`config.mk`:
```
export PLATFORM = sky130hd
export DESIGN_NAME = booth_mul
export DESIGN_NICKNAME = d
export VERILOG_FILES = /design/src/rtl/booth_mul_pkg.sv /design/src/rtl/booth_mul_recode.sv /design/src/rtl/booth_mul_ctrl.sv /design/src/rtl/booth_mul_dp.sv /design/src/rtl/booth_mul.sv
export SDC_FILE = /design/constraint.sdc
export NUM_CORES = 1
export LEC_CHECK = 0
export BUFFER_PORTS_ARGS = -buffer_cell sky130_fd_sc_hd__buf_2
export CORE_ASPECT_RATIO = 1.2
export CORE_MARGIN = 8
export CORE_UTILIZATION = 60
export CTS_CLUSTER_DIAMETER = 60
export DETAILED_ROUTE_END_ITERATION = 16
export PLACE_DENSITY_LB_ADDON = 0.05
export SLEW_MARGIN = 30
export SYNTH_ARGS = -nofsm -noshare
export SYNTH_HDL_FRONTEND = slang
export SYNTH_SLANG_ARGS = --single-unit
```
`constraint.sdc`:
```
create_clock -name clk -period 7 [get_ports clk]
set_clock_uncertainty 0.1 [all_clocks]
set_input_delay 0.35 -clock clk [delete_from_list [all_inputs] [get_ports clk]]
set_output_delay 0.35 -clock clk [all_outputs]
set_load 0.01 [all_outputs]
```
`src/rtl/booth_mul_pkg.sv`:
```
package booth_mul_pkg;

  // Strobes from the sequencer to the datapath
  typedef struct packed {
    logic load;  // capture operands, clear accumulator
    logic step;  // one recode / accumulate / shift step
  } ctrlStrobes_t;

  // Magnitude picked by the recoder
  typedef enum logic [1:0] {
    MAG_ZERO = 2'd0,
    MAG_ONE  = 2'd1,
    MAG_TWO  = 2'd2
  } mulMag_t;

endpackage

```
`src/rtl/booth_mul_recode.sv`:
```
module booth_mul_recode
  import booth_mul_pkg::*;
(
  input  logic [2:0] window,
  output mulMag_t    magSel,
  output logic       negate
);

  always_comb begin
    unique case (window)
      3'b001, 3'b010: begin magSel = MAG_ONE;  negate = 1'b0; end
      3'b011:         begin magSel = MAG_TWO;  negate = 1'b0; end
      3'b100:         begin magSel = MAG_TWO;  negate = 1'b1; end
      3'b101, 3'b110: begin magSel = MAG_ONE;  negate = 1'b1; end
      default:        begin magSel = MAG_ZERO; negate = 1'b0; end
    endcase
  end

endmodule

```
`src/rtl/booth_mul_ctrl.sv`:
```
module booth_mul_ctrl
  import booth_mul_pkg::*;
#(
  parameter int WIDTH = 8
) (
  input  logic         clk,
  input  logic         rstN,
  input  logic         start,
  output ctrlStrobes_t strb,
  output logic         done
);

  localparam int HALF = WIDTH / 2;
  localparam int CW   = (HALF > 1) ? $clog2(HALF) : 1;

  typedef enum logic {ST_IDLE, ST_RUN} ctrlState_t;

  ctrlState_t     state;
  logic [CW-1:0]  stepCnt;
  logic           lastStep;

  assign strb.load = (state == ST_IDLE) && start;
  assign strb.step = (state == ST_RUN);
  assign lastStep  = (stepCnt == CW'(HALF - 1));

  always_ff @(posedge clk or negedge rstN) begin
    if (!rstN) begin
      state   <= ST_IDLE;
      stepCnt <= '0;
      done    <= 1'b0;
    end else begin
      unique case (state)
        ST_IDLE: begin
          if (start) begin
            state   <= ST_RUN;
            stepCnt <= '0;
            done    <= 1'b0;
          end
        end
        ST_RUN: begin
          if (lastStep) begin
            state <= ST_IDLE;
            done  <= 1'b1;
          end else begin
            stepCnt <= stepCnt + 1'b1;
          end
        end
        default: state <= ST_IDLE;
      endcase
    end
  end

endmodule

```
`src/rtl/booth_mul_dp.sv`:
```
module booth_mul_dp
  import booth_mul_pkg::*;
#(
  parameter int WIDTH = 8
) (
  input  logic               clk,
  input  logic               rstN,
  input  ctrlStrobes_t       strb,
  input  logic [WIDTH-1:0]   multiplicand,
  input  logic [WIDTH-1:0]   multiplier,
  output logic [2*WIDTH-1:0] product
);

  localparam int HW = WIDTH + 2;  // upper part with two guard bits

  logic [WIDTH-1:0] mcand;
  logic [HW-1:0]    hiAcc;
  logic [WIDTH-1:0] loAcc;
  logic             prevBit;

  logic [2:0]       window;
  mulMag_t          magSel;
  logic             negate;
  logic [HW-1:0]    mOne;
  logic [HW-1:0]    mTwo;
  logic [HW-1:0]    magnitude;
  logic [HW-1:0]    sum;

  assign window = {loAcc[1:0], prevBit};

  booth_mul_recode u_recode (
    .window (window),
    .magSel (magSel),
    .negate (negate)
  );

  assign mOne = {{2{mcand[WIDTH-1]}}, mcand};
  assign mTwo = {mOne[HW-2:0], 1'b0};

  always_comb begin
    unique case (magSel)
      MAG_ONE: magnitude = mOne;
      MAG_TWO: magnitude = mTwo;
      default: magnitude = '0;
    endcase
  end

  // Single adder/subtractor on the upper part
  assign sum = negate ? (hiAcc - magnitude) : (hiAcc + magnitude);

  always_ff @(posedge clk or negedge rstN) begin
    if (!rstN) begin
      mcand   <= '0;
      hiAcc   <= '0;
      loAcc   <= '0;
      prevBit <= 1'b0;
    end else if (strb.load) begin
      mcand   <= multiplicand;
      hiAcc   <= '0;
      loAcc   <= multiplier;
      prevBit <= 1'b0;
    end else if (strb.step) begin
      hiAcc   <= {{2{sum[HW-1]}}, sum[HW-1:2]};
      loAcc   <= {sum[1:0], loAcc[WIDTH-1:2]};
      prevBit <= loAcc[1];
    end
  end

  assign product = {hiAcc[WIDTH-1:0], loAcc};

endmodule

```
`src/rtl/booth_mul.sv`:
```
module booth_mul
  import booth_mul_pkg::*;
#(
  parameter int WIDTH = 8
) (
  input  logic               clk,
  input  logic               rstN,
  input  logic               start,
  input  logic [WIDTH-1:0]   multiplicand,
  input  logic [WIDTH-1:0]   multiplier,
  output logic               done,
  output logic [2*WIDTH-1:0] product
);

  ctrlStrobes_t strb;

  booth_mul_ctrl #(.WIDTH(WIDTH)) u_ctrl (
    .clk   (clk),
    .rstN  (rstN),
    .start (start),
    .strb  (strb),
    .done  (done)
  );

  booth_mul_dp #(.WIDTH(WIDTH)) u_dp (
    .clk          (clk),
    .rstN         (rstN),
    .strb         (strb),
    .multiplicand (multiplicand),
    .multiplier   (multiplier),
    .product      (product)
  );

endmodule

```
==> reports/qor.txt <==
RSZ-0062 raised after global routing -> no
CORE AREA -> 3280 µm²
Top FF cell, synth -> dfrtp_1
die height -> 79.7 µm
Synth Register Bits -> 29
HP Class -> input pin to asynchronous set/reset pin
top cell type's share of synthesized area -> 35.8%
Async SR Flop Fraction -> 100%
Top Ports -> 36
Worst Path Max Fanout -> 12
NumNets Final -> 284
number of flops mapped to enable cells by yosys -> 0
Final TNS setup -> 0 ps
antenna violations before repair -> 0
Slew Viols, Final -> 0
cts hold-fix bufs -> 0
total wire length -> 4290 µm
input/output buffers -> 35
worst slew pin tran -> 807 ps
CP max stage cell -> dfrtp_1
register area share after synthesis -> 35.8%
max_slew headroom -> 46.1%
synth cell count leaders -> 30 x nand2_1, 29 x dfrtp_1, 19 x o21ai_0, 14 x nor2_1, 13 x ha_1
total number of yosys warnings -> 0
Crit. End Element -> flop
Post-Syn Instances -> 221
Die ar. -> 5500 µm²
CTS sink cnt -> 29
RePlAce Congestion -> 0.869
# diodes -> 0
met3 wire length -> 236 µm
Final min period -> 4200 ps
max-cap violations -> 0
fraction of layout cells with a size suffix above 1 -> 22.6%
violated checks -> negative hold slack
Net Count, Synth -> 254
Met2 Routed Length -> 2100 µm
worst endpoint required time -> 7110 ps
M1 WL -> 1870 µm
GRT overflow -> 0
post-cts resize count -> 0
CTS H-Tree Depth -> 2
Worst Setup Start Kind -> flop
number of global-route vias before repair -> 1565
first-pass GRT wire length -> 7030 µm
Post-CTS Setup Bufs -> 0
Largest stage delay, worst path -> 470 ps
TritonCTS clock tree -> done
fmax -> 238 MHz
biggest area consumer among synthesized cells -> dfrtp_1
hold slack -> -10.7 ps
worst-skew pair later-pin latency -> 290 ps
largest net degree at the start of global routing -> 30
largest cells by area after synthesis -> dfrtp_1 36%, ha_1 8.0%, nand2_1 5.6%
post-DR vias/cell -> 5.71
CP Class -> flop to flop
layout overhead on the synthesized area -> 11.3%
Detailed Route Iter0 Violations -> 89
Mean Syn Cell Area -> 9.18 µm²
Total Routing Usage GR -> 15.5%
Worst path most repeated cell -> ha_1
CTS Buf Count -> 5
DIE WIDTH -> 69.1 µm
Worst Path Arrival -> 4320 ps
Cell Area, Synth -> 2030 µm²
CTS Root Cell -> clkbuf_8
fin crit share -> 60.0%
Yosys cell types -> 46
setup violators final -> 0
deepest clock path buffer count -> 2
register clock-pin slew on the reported worst setup and hold paths -> 70 ps
Initial Utilization -> 61.8%
top sig layer -> met4
std cell rows -> 23
endpoints failing hold -> 25
FF-to-FF path depth -> 18
1st-pass router iterations -> 4
top-count cell post-synth -> nand2_1
routed via count -> 1649
outcome -> finished with violations
drc violations -> 0
Final HPWL DP -> 3160 µm
worst-path cell chain -> or2b_1 -> o22ai_1 -> inv_1 -> ha_1 -> a22oi_1 -> nor2_1 -> inv_1 -> ha_1 -> nor3b_1 -> o21ai_0 -> o21ai_1 -> xor2_1 -> ha_1 -> a21o_1 -> o41ai_1 -> o21ai_0 -> xor2_1 -> o21ai_1
antenna viol nets, final -> 0
DR WL/cell -> 14.8 µm
==> cell usage in the layout, fill, tap and decap left out, types with 4 or more instances in the layout <==
master    Yosys  routed
buf_2         0      35
nand2_1      30      30
dfrtp_1      29      29
o21ai_0      19      19
nor2_1       14      14
ha_1         13      13
inv_1        10      10
mux2i_1       8       8
a21oi_1       8       8
mux2_2        8       8
xor2_1        7       7
xnor2_1       6       6
a22oi_1       5       5
a211oi_1      5       5
clkbuf_8      0       5
nand2b_1      4       4
nor2b_1       4       4
==> per-layer routing <==
layer,up-vias,GRT usage [%]
li1,835,-
met1,761,18.2
met2,46,25.0
met3,7,5.22
met4,0,7.39
met5,-,0
==> through the flow <==
step	util (%)	setup WS (ps)	hold slack, ps	cell area, µm²	instances
6_report	68.8	2800	-10.7	2260	289
5_1_grt	68.8	2450	43.8	2260	289
4_1_cts	68.8	2830	14.3	2260	289
3_5_place_dp	66.2	2880	325	2170	281
3_3_place_gp	66.2	3040	318	2170	281
2_1_floorplan	-	3060	-45.6	2030	221
==> final timing paths <==
path / start / to / slack, ps
min in group clk: multiplicand[1] / u_dp.mcand[1] / 190
worst min register to register: u_dp.loAcc[7] / u_dp.loAcc[5] / 420
worst max register to register: u_dp.loAcc[0] / u_dp.hiAcc[8] / 2800
max in group asynchronous: rstN / u_dp.loAcc[7] / 6380
worst max-delay path: u_dp.loAcc[0] / u_dp.hiAcc[8] / 2800
worst min-delay path: rstN / u_dp.hiAcc[5] / -10
==> sequential cells by signal, summed over array words and instances, names as in the netlist <==
register / flops
u_ctrl.done: 1
u_dp.prevBit: 1
u_ctrl.stepCnt: 2
u_dp.mcand: 8
u_ctrl.state: 1
u_dp.hiAcc: 8
u_dp.loAcc: 8
==> layout make-up <==
class	instances	area, µm²
multi-input combinational	170	1190
fill	294	1020
sequential	29	726
timing repair buffer	35	175
clock buffer	5	68.8
tap	37	46.3
inverter	10	37.5
clock inverter	3	17.5
==> cell families (layout without fill, tap and decap cells) <==
logic type                 count (synthesis)  in the layout  share of synthesized area (%)
AOI/OAI and AO/OA                         61             61                           20.1
buffers and inverters                     22             53                           5.74
xor gates and xnor gates                  13             13                           5.61
adders and majority gates                 14             14                           9.01
DFF                                       29             29                           35.8
and+or+nand+nor                           66             66                           15.4
muxes                                     16             16                           8.39
==> critical path: cells and delay by family, from the launching register on <==
family / cells / cell delay, ps
compound gates: 8 / 1740
fa+ha+maj: 3 / 750
simple gates: 3 / 600
flops: 1 / 470
xor+xnor: 2 / 340
buf+inv: 2 / 140
Power is left out: the tool's default activity adds up to more than one toggle a clock period on the data nets, which glitch-free logic cannot reach.
